--- src/rtl/vtdc_pkg.sv ---
package vtdc_pkg;
    typedef enum logic [1:0] {
        ST_IDLE,
        ST_WAIT,
        ST_RACE,
        ST_DONE
    } tdc_state_e;
endpackage

--- src/rtl/vtdc_ring.sv ---
module vtdc_ring #(
    parameter int STAGE_TICKS = 7,
    parameter int RING_STAGES = 8,
    parameter int POS_W       = 7
) (
    input  logic             clk,
    input  logic             rst,
    input  logic             launch_i,
    input  logic             halt_i,
    output logic             enter_o,
    output logic [POS_W-1:0] pos_nx_o
);
    localparam int TICK_W = $clog2(STAGE_TICKS + 1);
    localparam int IDX_W  = $clog2(RING_STAGES);
    localparam int LAP_W  = POS_W - IDX_W;

    typedef struct packed {
        logic              running;
        logic [TICK_W-1:0] tick;
        logic [IDX_W-1:0]  idx;
        logic [LAP_W-1:0]  lap;
    } ring_t;

    ring_t r_d, r_q;
    logic  enter;

    always_comb begin
        r_d   = r_q;
        enter = 1'b0;
        if (halt_i) begin
            r_d.running = 1'b0;
        end else if (launch_i) begin
            r_d.running = 1'b1;
            r_d.tick    = TICK_W'(1);
            r_d.idx     = '0;
            r_d.lap     = '0;
            enter       = 1'b1;
        end else if (r_q.running) begin
            if (r_q.tick == TICK_W'(STAGE_TICKS)) begin
                enter    = 1'b1;
                r_d.tick = TICK_W'(1);
                if (r_q.idx == IDX_W'(RING_STAGES - 1)) begin
                    r_d.idx = '0;
                    r_d.lap = r_q.lap + 1'b1;
                end else begin
                    r_d.idx = r_q.idx + 1'b1;
                end
            end else begin
                r_d.tick = r_q.tick + 1'b1;
            end
        end
    end

    always_ff @(posedge clk) begin
        if (rst) r_q <= '0;
        else     r_q <= r_d;
    end

    assign enter_o  = enter;
    assign pos_nx_o = {r_d.lap, r_d.idx};

    AST_RING_TICK_BOUND: assert property (@(posedge clk) disable iff (rst)
        r_q.running |-> (r_q.tick >= TICK_W'(1) && r_q.tick <= TICK_W'(STAGE_TICKS)));
    AST_RING_WRAP: assert property (@(posedge clk) disable iff (rst)
        (enter && !launch_i && !halt_i && r_q.idx == IDX_W'(RING_STAGES - 1)) |=> (r_q.idx == '0));
    AST_RING_LAP: assert property (@(posedge clk) disable iff (rst)
        (enter && !launch_i && !halt_i && r_q.idx == IDX_W'(RING_STAGES - 1)) |=> (r_q.lap == $past(r_q.lap) + 1'b1));
endmodule

--- src/rtl/vtdc_ctrl.sv ---
module vtdc_ctrl
    import vtdc_pkg::*;
#(
    parameter int CODE_W     = 7,
    parameter int STEP_TICKS = 1
) (
    input  logic              clk,
    input  logic              rst,
    input  logic              start_i,
    input  logic              stop_i,
    output logic              slow_go_o,
    output logic              fast_go_o,
    output logic              halt_o,
    input  logic              slow_enter_i,
    input  logic              fast_enter_i,
    input  logic [CODE_W-1:0] slow_pos_i,
    input  logic [CODE_W-1:0] fast_pos_i,
    output logic              busy_o,
    output logic              valid_o,
    output logic [CODE_W-1:0] code_o,
    output logic              ovf_o
);
    localparam int CODE_MAX  = (1 << CODE_W) - 1;
    localparam int OVF_TICKS = CODE_MAX * STEP_TICKS;
    localparam int WAIT_W    = $clog2(OVF_TICKS + 1);
    localparam logic [WAIT_W-1:0] WAIT_LIM = WAIT_W'(OVF_TICKS);

    typedef struct packed {
        tdc_state_e        st;
        logic [WAIT_W-1:0] wait_cnt;
        logic [CODE_W-1:0] code;
        logic              ovf;
        logic              valid;
    } ctrl_t;

    ctrl_t c_d, c_q;
    logic  slow_go, fast_go, caught;

    always_comb begin
        c_d       = c_q;
        c_d.valid = 1'b0;
        slow_go   = (c_q.st == ST_IDLE) && start_i;
        fast_go   = (slow_go && stop_i) ||
                    (c_q.st == ST_WAIT && stop_i && c_q.wait_cnt != WAIT_LIM);
        caught    = fast_enter_i &&
                    ((fast_pos_i > slow_pos_i) || (fast_pos_i == slow_pos_i && slow_enter_i));
        case (c_q.st)
            ST_IDLE: begin
                if (start_i) begin
                    c_d.st       = ST_WAIT;
                    c_d.wait_cnt = WAIT_W'(1);
                end
            end
            ST_WAIT: begin
                if (c_q.wait_cnt == WAIT_LIM) begin
                    c_d.st    = ST_DONE;
                    c_d.code  = CODE_W'(CODE_MAX);
                    c_d.ovf   = 1'b1;
                    c_d.valid = 1'b1;
                end else begin
                    c_d.wait_cnt = c_q.wait_cnt + 1'b1;
                    if (stop_i) c_d.st = ST_RACE;
                end
            end
            ST_RACE: begin
                if (!caught && fast_enter_i && fast_pos_i == CODE_W'(CODE_MAX)) begin
                    c_d.st    = ST_DONE;
                    c_d.code  = CODE_W'(CODE_MAX);
                    c_d.ovf   = 1'b1;
                    c_d.valid = 1'b1;
                end
            end
            default: c_d.st = ST_IDLE;
        endcase
        if (caught && c_q.st != ST_DONE) begin
            c_d.st    = ST_DONE;
            c_d.code  = fast_pos_i;
            c_d.ovf   = 1'b0;
            c_d.valid = 1'b1;
        end
    end

    always_ff @(posedge clk) begin
        if (rst) c_q <= '{st: ST_IDLE, wait_cnt: '0, code: '0, ovf: 1'b0, valid: 1'b0};
        else     c_q <= c_d;
    end

    assign slow_go_o = slow_go;
    assign fast_go_o = fast_go;
    assign halt_o    = (c_q.st == ST_DONE);
    assign busy_o    = (c_q.st != ST_IDLE);
    assign valid_o   = c_q.valid;
    assign code_o    = c_q.code;
    assign ovf_o     = c_q.ovf;

    AST_VALID_SINGLE: assert property (@(posedge clk) disable iff (rst)
        valid_o |=> !valid_o);
    AST_BUSY_RELEASE: assert property (@(posedge clk) disable iff (rst)
        valid_o |=> !busy_o);
    AST_BUSY_HOLD: assert property (@(posedge clk) disable iff (rst)
        (busy_o && !valid_o) |=> busy_o);
    AST_OVF_SATURATES: assert property (@(posedge clk) disable iff (rst)
        ovf_o |-> (code_o == CODE_W'(CODE_MAX)));
    AST_IDLE_STOP_INERT: assert property (@(posedge clk) disable iff (rst)
        (!busy_o && !start_i) |=> !busy_o);
endmodule

--- src/rtl/vernier_tdc.sv ---
module vernier_tdc #(
    parameter int CODE_W      = 7,
    parameter int SLOW_TICKS  = 7,
    parameter int FAST_TICKS  = 6,
    parameter int RING_STAGES = 8
) (
    input  logic              clk,
    input  logic              rst,
    input  logic              start_i,
    input  logic              stop_i,
    output logic              busy_o,
    output logic              valid_o,
    output logic [CODE_W-1:0] code_o,
    output logic              ovf_o
);
    localparam int NUM_LINES  = 2;
    localparam int STEP_TICKS = SLOW_TICKS - FAST_TICKS;

    logic [NUM_LINES-1:0] go;
    logic [NUM_LINES-1:0] enter;
    logic [CODE_W-1:0]    pos_nx [NUM_LINES];
    logic                 halt;

    for (genvar g = 0; g < NUM_LINES; g++) begin : g_line
        localparam int LINE_TICKS = (g == 0) ? SLOW_TICKS : FAST_TICKS;
        vtdc_ring #(
            .STAGE_TICKS(LINE_TICKS),
            .RING_STAGES(RING_STAGES),
            .POS_W      (CODE_W)
        ) u_ring (
            .clk     (clk),
            .rst     (rst),
            .launch_i(go[g]),
            .halt_i  (halt),
            .enter_o (enter[g]),
            .pos_nx_o(pos_nx[g])
        );
    end

    vtdc_ctrl #(
        .CODE_W    (CODE_W),
        .STEP_TICKS(STEP_TICKS)
    ) u_ctrl (
        .clk         (clk),
        .rst         (rst),
        .start_i     (start_i),
        .stop_i      (stop_i),
        .slow_go_o   (go[0]),
        .fast_go_o   (go[1]),
        .halt_o      (halt),
        .slow_enter_i(enter[0]),
        .fast_enter_i(enter[1]),
        .slow_pos_i  (pos_nx[0]),
        .fast_pos_i  (pos_nx[1]),
        .busy_o      (busy_o),
        .valid_o     (valid_o),
        .code_o      (code_o),
        .ovf_o       (ovf_o)
    );
endmodule

--- config.mk ---
export PLATFORM = sky130hd
export DESIGN_NAME = vernier_tdc
export DESIGN_NICKNAME = d
export VERILOG_FILES = /design/src/rtl/vtdc_pkg.sv /design/src/rtl/vtdc_ring.sv /design/src/rtl/vtdc_ctrl.sv /design/src/rtl/vernier_tdc.sv
export SDC_FILE = /design/constraint.sdc
export NUM_CORES = 1
export LEC_CHECK = 0
export BUFFER_PORTS_ARGS = -buffer_cell sky130_fd_sc_hd__buf_2
export CAP_MARGIN = 10
export CORE_MARGIN = 2
export CORE_UTILIZATION = 65
export CTS_CLUSTER_SIZE = 16
export DETAILED_ROUTE_END_ITERATION = 8
export PLACE_DENSITY = 0.84
export SYNTH_ARGS = -nofsm -noshare
export SYNTH_HDL_FRONTEND = slang
export SYNTH_HIERARCHICAL = 1
export SYNTH_SLANG_ARGS = --single-unit
--- constraint.sdc ---
create_clock -name clk -period 7.5 [get_ports clk]
set_input_delay 0.375 -clock clk [delete_from_list [all_inputs] [get_ports clk]]
set_output_delay 0.375 -clock clk [all_outputs]
set_load 0.03 [all_outputs]
==> results of run 1 <==
-- power by group --
part / switching, W / internal [W] / total (W)
sequential: 0.0000223 / 0.000233 / 0.000256
clock: 0.0000696 / 0.0000818 / 0.000151
combinational: 0.000165 / 0.000101 / 0.000266
total: 0.000256 / 0.000416 / 0.000673
-- registers in the layout (all words and copies together) (netlist names) --
register	flops
g_line.u_ring/r_q	22
u_ctrl/c_q	9
u_ctrl/code_o	7
u_ctrl/ovf_o	1
u_ctrl/valid_o	1
-- layer usage --
| layer | part of all wire, % | vias to the layer above |
|---|---|---|
| met5 | 0 | - |
| met4 | 1.3 | 0 |
| met3 | 4.4 | 11 |
| met2 | 49 | 54 |
| met1 | 45 | 980 |
| li1 | - | 1063 |
-- worst max-delay path, delay by kind of cell, from the launching register on --
kind	cells	cell delay [ns]
DFF	1	0.33
and+or+nand+nor	4	0.79
adders and majority gates	2	0.46
AOI/OAI and AO/OA	6	2.29
buffers and inverters	2	0.19
muxes	1	0.22
-- through the flow --
| step | setup slack [ns] | hold WS [ns] | utilization, % |
|---|---|---|---|
| finish | 3.14 | 0.456 | 71.5 |
| detailed placement | 3.25 | 0.445 | 68.9 |
| CTS | 3.18 | 0.458 | 71.5 |
| global placement | 3.36 | 0.440 | 68.9 |
| global route | 2.68 | 0.473 | 71.5 |
| floorplan | 3.99 | 0.435 | - |
-- logic make-up (layout without fill, tap and decap cells) --
kind of cell	count (synthesis)	count (layout)	synth area share (%)
muxes	11	11	4.24
and+or+nand+nor	124	124	25.8
xor gates and xnor gates	7	7	2.36
adders and majority gates	22	22	10.6
buffers and inverters	34	36	7.76
AOI/OAI and AO/OA	61	61	18.3
DFF	40	40	30.9
-- cell usage after synthesis (2+ instances only) --
cell type,n
buf_4,8
nand3_1,10
o21ai_0,5
nand2b_1,3
a21oi_1,16
o21bai_1,3
dfxtp_1,40
nand2_1,30
or4_1,2
nor3_1,9
mux2i_1,11
clkbuf_1,4
o21ai_1,3
and3_1,3
a22oi_1,2
xor2_1,6
a211oi_2,3
nor2b_1,6
a21o_1,2
nand4_1,6
clkbuf_8,2
nor2_1,32
a31oi_1,4
nand3b_1,5
ha_1,22
buf_6,3
o211a_1,3
and2_1,2
o221ai_1,7
inv_1,16
-- layout make-up --
cell class              instances  area (µm²)  share of cell area (%)
clock buffers                   7        96.3                    3.60
inverters                      16        60.1                    2.25
multi-input cells             225        1590                    59.5
repair buffers                 13        65.1                    2.43
flip-flops and latches         40         801                    29.9
well taps                      48        60.1                    2.25
-- worst min path at each step --
stage	depth (start not counted)	startpoint	end
6_report	2	u_ctrl/code_o[6]	u_ctrl/code_o[6]
5_1_grt	2	u_ctrl/code_o[6]	u_ctrl/code_o[6]
4_1_cts	2	u_ctrl/code_o[6]	u_ctrl/code_o[6]
3_5_place_dp	2	u_ctrl/code_o[1]	u_ctrl/code_o[1]
3_3_place_gp	2	u_ctrl/code_o[1]	u_ctrl/code_o[1]
2_1_floorplan	2	u_ctrl/code_o[0]	u_ctrl/code_o[0]
==> qor.txt, run 1 <==
status: complete, no violations
aggregate routed wire length: 4910 µm
largest net degree at the start of global routing: 23
PwrDens: 251 nW/µm²
Via density: 6.04
crit path capture: u_ctrl/code_o[1]
Ys Warns: 6
worst hold path class: flop to flop
setup tns final: 0 ns
maximum level of the CTS H-tree: 2
DIE AREA: 4510 µm²
Max Root-Sink Buffers: 2
critical path's largest stage delay: 0.75 ns
Root Buffer Master: clkbuf_8
Max-slew headroom: 38.4%
core box area: 3740 µm²
met3 usage: 5.50%
non-filler instance count after layout: 349
crit path cell chain: inv_1 > ha_1 > o31ai_1 > a21boi_0 > o21bai_1 > nand2_1 > nand3_1 > inv_1 > ha_1 > nand2b_1 > a211oi_1 > o311ai_2 > nand2_1 > a31oi_4 > mux2i_1
syn nets: 325
residual DRC count: 0
final worst path period need: 4.36 ns
CP Capture Type: flop
fin area: 2680 µm²
Die H: 67.2 µm
# resized after CTS: 0
P&R area growth vs syn: 3.09%
I/O Buffers: 13
Cells after DPL: 342
cell area after synthesis: 2590 µm²
Yosys reg bits: 40
FMAX: 229 MHz
initial DRC count: 136
initial antenna violation count: 0
most common cell after layout, fill and taps aside: dfxtp_1
Reg2Reg Launch Point: u_ctrl/c_q[17]
final net count: 327
clock sink total: 40
worst slew pin tran: 0.916 ns
Top Ports: 14
Antenna Cells: 0
Clock Skews: 0.00503 ns
first-pass GRT wire length: 8610 µm
crit path DAT: 4.58 ns
mean post-synth cell area: 8.68 µm²
Post-DP HPWL: 3660 µm
via count: 2,108
CTS tree: yes
synth unique cells: 61
Post-CTS Setup Repair Bufs: 0
top_reg_cell synth: dfxtp_1
# hold bufs at CTS: 0
commonest non-fill, non-tap cells in the layout: dfxtp_1, nor2_1, nand2_1
share of cells above drive strength 1: 13.6%
RSZ-0062 raised after global routing: no
Leak: 1.16 nW
Initial Util: 69.3%
clk slew on worst S/H paths: 0.07 ns
Mapped Cells: 299
CTS buffer count: 5
Final Wtd Congestion: 0.846
R2R Setup Slk: 3.14 ns
Tcrit/Tclk final: 58.1%
met2 usage: 41.7%
total power: 0.000673 W
CP startpoint kind: flop
total grt overflow: 0
worst setup path startpoint: u_ctrl/c_q[17]
first drt pass iteration count: 4
Slew Limit Fails: 0
Final Hold Vio Count: 0
vias in the first global route: 2,040
Crit Path Class: flop to flop
GRT Resource Usage Total: 24.9%
crit path max fanout: 11
Async S/R FF share, synth: 0%
Critical Path RT: 7.72 ns
CP max stage cell: a21boi_0
Placed Area: 2580 µm²
worst skew pair latency: 0.29 ns
number of synthesized flops with an enable pin: 0
top-area cell type share of the netlist area: 30.9%
Seq/Total Area, Yosys: 30.9%
main area contributors after synthesis: dfxtp_1, ha_1, nor2_1
Die X: 67.2 µm
Worst R2R Path Depth: 15
site row count: 22
final setup fails: 0
Max Cap Violations: 0
Worst VDD drop: 209 µV
Antenna Violating Nets Remaining: 0
RR Endpoint: u_ctrl/code_o[1]
Most Used Layer, Global Route: met2
routing usage on met1: 30.8%
number of fill cells: 305
per-cell routed wire length: 14.1 µm
leading area contributor after synthesis: dfxtp_1
Power figures use the tool's default switching activity.
==> inputs of run 2 (changes only) <==
Settings changed: CORE_UTILIZATION 65 to 61, PLACE_DENSITY 0.84 to 0.8.
Clock period 7.5 ns to 4.6 ns, I/O delays scaled along.
==> qor.txt, run 2 (same netlist as run 1, synthesis figures left out) <==
final worst path period need: 4.23 ns (-0.130 ns)
first-pass GRT wire length: 8680 µm (+0.80%)
Max Root-Sink Buffers: 2 (unchanged)
status: complete, no violations
Initial Util: 64.0% (-5.4 points)
number of fill cells: 328 (+7.5%)
via count: 2,114 (+0.28%)
Sw Share: 38.3% (+0.15 points)
final core occ: 66.5% (-5.0 points)
Leak: 1.17 nW (+0.70%)
CP startpoint kind: flop
clock sink total: 40 (unchanged)
setup tns final: 0 ns (unchanged)
RSZ-0062 raised after global routing: no
Switch Pwr: 0.000422 W (+65%)
initial antenna violation count: 0 (unchanged)
largest net degree at the start of global routing: 23 (unchanged)
GRT Resource Usage Total: 21.9% (-2.9 points)
worst skew pair latency: 0.29 ns (about the same)
total grt overflow: 0 (unchanged)
non-filler instance count after layout: 352 (+0.86%)
max reg flops: 22 (unchanged)
crit path cell chain: inv_1 > ha_1 > o31ai_1 > a21boi_0 > o21bai_1 > nand2_1 > nand3_1 > inv_1 > ha_1 > nand2b_1 > a211oi_1 > o311ai_4 > a211oi_2 > o221ai_1 > mux2i_1
Die H: 69.2 µm (+3.0%)
Clock Skews: 0.00638 ns (+0.00135 ns)
Tcrit/Tclk final: 92.0% (+34 points)
residual DRC count: 0 (unchanged)
Post-DP HPWL: 3680 µm (+0.56%)
critical path's largest stage delay: 0.73 ns (-0.02 ns)
Worst Path Buf+Inv: 2 (unchanged)
Via density: 6.01 (-0.57%)
most common cell after layout, fill and taps aside: dfxtp_1
Die X: 69.2 µm (+3.0%)
Worst VDD drop: 327 µV (+56%)
Top Ports: 14 (unchanged)
commonest non-fill, non-tap cells in the layout: dfxtp_1, nor2_1, nand2_1
P&R area growth vs syn: 3.95%
core box area: 4060 µm² (+8.4%)
FMAX: 236 MHz (+3.1%)
Fin Hold WS: 0.361 ns (-0.0948 ns)
Final Wtd Congestion: 0.841 (-0.57%)
DIE AREA: 4790 µm² (+6.2%)
crit path DAT: 4.45 ns (-0.13 ns)
Critical Path RT: 4.82 ns (-2.90 ns)
Biggest register: g_line.u_ring/r_q
worst slew pin tran: 0.890 ns (-0.0264 ns)
per-cell routed wire length: 14.5 µm (+3.4%)
Max Cap Violations: 0 (unchanged)
I/O Buffers: 13 (unchanged)
share of cells above drive strength 1: 14.2% (+0.62 points)
final setup fails: 0 (unchanged)
Root Buffer Master: clkbuf_8
aggregate routed wire length: 5120 µm (+4.3%)
Internal: 0.000680 W (+64%)
combinational share of power: 39.4% (about the same)
Antenna Cells: 0 (unchanged)
maximum level of the CTS H-tree: 2 (unchanged)
Crit path max-delay family: compound AO/OA/AOI/OAI gates
PwrDens: 409 nW/µm² (+63%)
site row count: 23 (+4.5%)
CP Capture Type: flop
CP max stage cell: a21boi_0
CTS buffer count: 5 (unchanged)
crit path max fanout: 9 (-2)
Cells after DPL: 345 (+0.88%)
power share of the clock group: 22.9% (+0.4 points)
first drt pass iteration count: 4 (unchanged)
CTS tree: yes
Antenna Violating Nets Remaining: 0 (unchanged)
clk slew on worst S/H paths: 0.08 ns (about the same)
Slew Limit Fails: 0 (unchanged)
final net count: 328 (+0.31%)
vias in the first global route: 1,943 (-4.8%)
worst hold path class: input port to flop
total power: 0.00110 W (+64%)
Max-slew headroom: 40.2% (+1.8 points)
Reg power frac: 37.7% (-0.3 points)
Post-CTS Setup Repair Bufs: 0 (unchanged)
Final Hold Vio Count: 0 (unchanged)
initial DRC count: 216 (+59%)
Crit Path Class: flop to flop
## run 2: cell types whose count changed in the layout (fill, tap and decap cells not counted), sizes merged
| cell | before | now |
|---|---|---|
| buf | 13 | 14 |
## run 2: power by group through the flow
| stage | sequential, W | combinational [W] | clock (W) |
|---|---|---|---|
| after floorplan | 0.000420 | 0.000370 | 0 |
| after global placement | 0.000422 | 0.000424 | 0 |
| after detailed placement | 0.000423 | 0.000428 | 0 |
| after CTS | 0.000415 | 0.000430 | 0.000254 |
| after global routing | 0.000422 | 0.000474 | 0.000269 |
| final | 0.000416 | 0.000434 | 0.000252 |
## run 2: stage by stage
stage	area, µm²	worst slack, ns
3_5_place_dp	2590	0.330
4_1_cts	2690	0.281
2_1_floorplan	2590	1.09
3_3_place_gp	2590	0.428
5_1_grt	2700	0.0809
6_report	2700	0.369
## run 2: worst paths after layout
kind / slack (ns) / to / from / cells after the start
worst max-delay path: 0.37 / u_ctrl/code_o[3] / u_ctrl/c_q[17] / 15
worst min-delay path: 0.36 / g_line[0].u_ring/r_q[10] / rst / 2
worst max register to register: 0.37 / u_ctrl/code_o[3] / u_ctrl/c_q[17] / 15
worst min register to register: 0.46 / u_ctrl/code_o[0] / u_ctrl/code_o[0] / 2
## run 2: timing repair
item | in CTS | in global routing
endpoints found under the setup margin | 0 | 7
hold buffers | 0 | 0
resized for setup | 0 | 2
## run 2: per-layer routing
layer	global-route usage (%)	routed length, µm
met2	34.9	2370
met3	5.38	189
met4	8.06	103
met5	0	0
met1	28.8	2460
## run 2: layout make-up
class	instances	area [µm²]	area share, %
inverter	16	60.1	2.23
timing repair buffer	14	72.6	2.69
tap	50	62.6	2.32
clock buffer	7	96.3	3.57
multi-input combinational	225	1610	59.5
sequential	40	801	29.7
==> inputs of run 3 (changes only) <==
Settings changed: CORE_UTILIZATION 61 to 55, PLACE_DENSITY 0.8 to 0.76.
Clock period 4.6 ns to 3.8 ns, I/O delays scaled along.
==> qor.txt, run 3 (same netlist as run 1, synthesis figures left out) <==
clock sink total: 40 (unchanged)
Initial Util: 58.4% (-5.6 points)
fin area: 2840 µm² (+5.3%)
Fin Hold WS: 0.334 ns (-0.0270 ns)
total power: 0.00139 W (+26%)
CTS tree: yes
Internal: 0.000851 W (+25%)
critical path's largest stage delay: 0.59 ns (-0.14 ns)
CP startpoint kind: flop
Top Ports: 14 (unchanged)
setup ws final: 0.198 ns (-0.171 ns)
CP Capture Type: flop
total grt overflow: 0 (unchanged)
crit path DAT: 3.77 ns (-0.68 ns)
Via density: 5.80 (-3.4%)
residual DRC count: 0 (unchanged)
first-pass GRT wire length: 8730 µm (+0.55%)
setup tns final: 0 ns (unchanged)
commonest non-fill, non-tap cells in the layout: dfxtp_1, nor2_1, nand2_1
Die H: 72.7 µm (+5.0%)
first drt pass iteration count: 4 (unchanged)
via count: 2,124 (+0.47%)
Post-DP HPWL: 3810 µm (+3.5%)
Final Wtd Congestion: 0.878 (+4.3%)
CP max stage cell: or4b_4
aggregate routed wire length: 5150 µm (+0.68%)
Reg power frac: 36.2% (-1.5 points)
core box area: 4440 µm² (+9.5%)
dpl ws: -0.121 ns (-0.452 ns)
crit path max fanout: 7 (-2)
crit-path most repeated cell: ha_1
Max Cap Violations: 0 (unchanged)
Switch Pwr: 0.000535 W (+27%)
Slew Limit Fails: 0 (unchanged)
worst skew pair latency: 0.29 ns (about the same)
final net count: 340 (+3.7%)
max reg flops: 22 (unchanged)
Final Hold Vio Count: 0 (unchanged)
maximum level of the CTS H-tree: 2 (unchanged)
crit path cell chain: ha_1 > ha_1 > nand4b_4 > or3_4 > a21oi_1 > inv_1 > ha_1 > nand4_2 > or4b_4 > and3b_4 > a221oi_4 > a31oi_4 > buf_12 > mux2i_1
Leak: 1.23 nW (+5.4%)
Tcrit/Tclk final: 94.8% (+2.8 points)
FMAX: 278 MHz (+17%)
Placed Area: 2670 µm² (+3.3%)
Sw Share: 38.6% (+0.32 points)
vias in the first global route: 2,031 (+4.5%)
PwrDens: 488 nW/µm² (+19%)
final worst path period need: 3.60 ns (-0.629 ns)
Max-slew headroom: 69.4% (+29 points)
per-cell routed wire length: 14.1 µm (-3.2%)
worst hold path class: input port to flop
worst slew pin tran: 0.455 ns (-0.435 ns)
DIE AREA: 5280 µm² (+10%)
largest net degree at the start of global routing: 23 (unchanged)
Max Root-Sink Buffers: 2 (unchanged)
initial DRC count: 124 (-43%)
initial antenna violation count: 0 (unchanged)
Critical Path RT: 3.97 ns (-0.85 ns)
share of cells above drive strength 1: 19.1% (+4.9 points)
I/O Buffers: 13 (unchanged)
Antenna Cells: 0 (unchanged)
Root Buffer Master: clkbuf_8
final setup fails: 0 (unchanged)
most common cell after layout, fill and taps aside: dfxtp_1
Die X: 72.7 µm (+5.0%)
Biggest register: g_line.u_ring/r_q
site row count: 24 (+4.3%)
power share of the clock group: 19.0% (-3.9 points)
clk slew on worst S/H paths: 0.08 ns (about the same)
Worst VDD drop: 486 µV (+49%)
CTS buffer count: 5 (unchanged)
status: complete, no violations
Antenna Violating Nets Remaining: 0 (unchanged)
Crit Path Class: flop to flop
P&R area growth vs syn: 9.45%
# hold bufs at CTS: 0 (unchanged)
combinational share of power: 44.9% (+5.5 points)
Clock Skews: 0.00838 ns (+0.00200 ns)
GRT Resource Usage Total: 20.7% (-1.2 points)
[run 3: worst max-delay path, delay by kind of cell, from the launching register on]
kind,cells,cell delay [ns]
and+or+nand+nor,5,1.52
DFF,1,0.36
AOI/OAI and AO/OA,3,0.52
adders and majority gates,3,0.75
muxes,1,0.11
buffers and inverters,2,0.23
[run 3: what timing repair did]
item,4_1_cts,5_1_grt
setup endpoints to repair,8,11
pin swaps,0,4
setup buffers,0,1
resized for setup,1,12
[run 3: power groups by stage]
| stage | sequential [W] | combinational (W) | clock [W] |
|---|---|---|---|
| final | 0.000501 | 0.000622 | 0.000263 |
| after global routing | 0.000508 | 0.000687 | 0.000290 |
| after floorplan | 0.000508 | 0.000447 | 0 |
| after global placement | 0.000509 | 0.000558 | 0 |
| after CTS | 0.000501 | 0.000568 | 0.000274 |
| after detailed placement | 0.000510 | 0.000565 | 0 |
[run 3: area by class of cell]
class	instances	area (µm²)
clock inverters	1	5.00
fillers	386	1600
multi-input cells	225	1660
repair buffers	26	175
flip-flops and latches	40	801
inverters	16	60.1
clock buffers	6	72.6
well taps	52	65.1
[run 3: path summary, 6_finish.rpt]
kind | from | endpoint | slack [ns] | cells after the start
min reg2reg | u_ctrl/code_o[2] | u_ctrl/code_o[2] | 0.46 | 2
min | rst | g_line[0].u_ring/r_q[9] | 0.33 | 2
max reg2reg | g_line[0].u_ring/r_q[4] | u_ctrl/code_o[4] | 0.20 | 14
max | g_line[0].u_ring/r_q[4] | u_ctrl/code_o[4] | 0.20 | 14
[run 3: per-layer routing]
layer / part of all wire [%] / global-route usage, % / up-vias
met3: 3.8 / 4.28 / 5
met5: 0 / 0 / -
met2: 47 / 34.5 / 33
li1: - / - / 1090
met1: 48 / 27.1 / 996
met4: 0.78 / 5.97 / 0
[run 3: through the flow]
stage               std cells  utilization, %
floorplan                 299               -
global placement          358            60.2
detailed placement        358            60.2
CTS                       365            61.9
global route              366            63.9
finish                    366            63.9
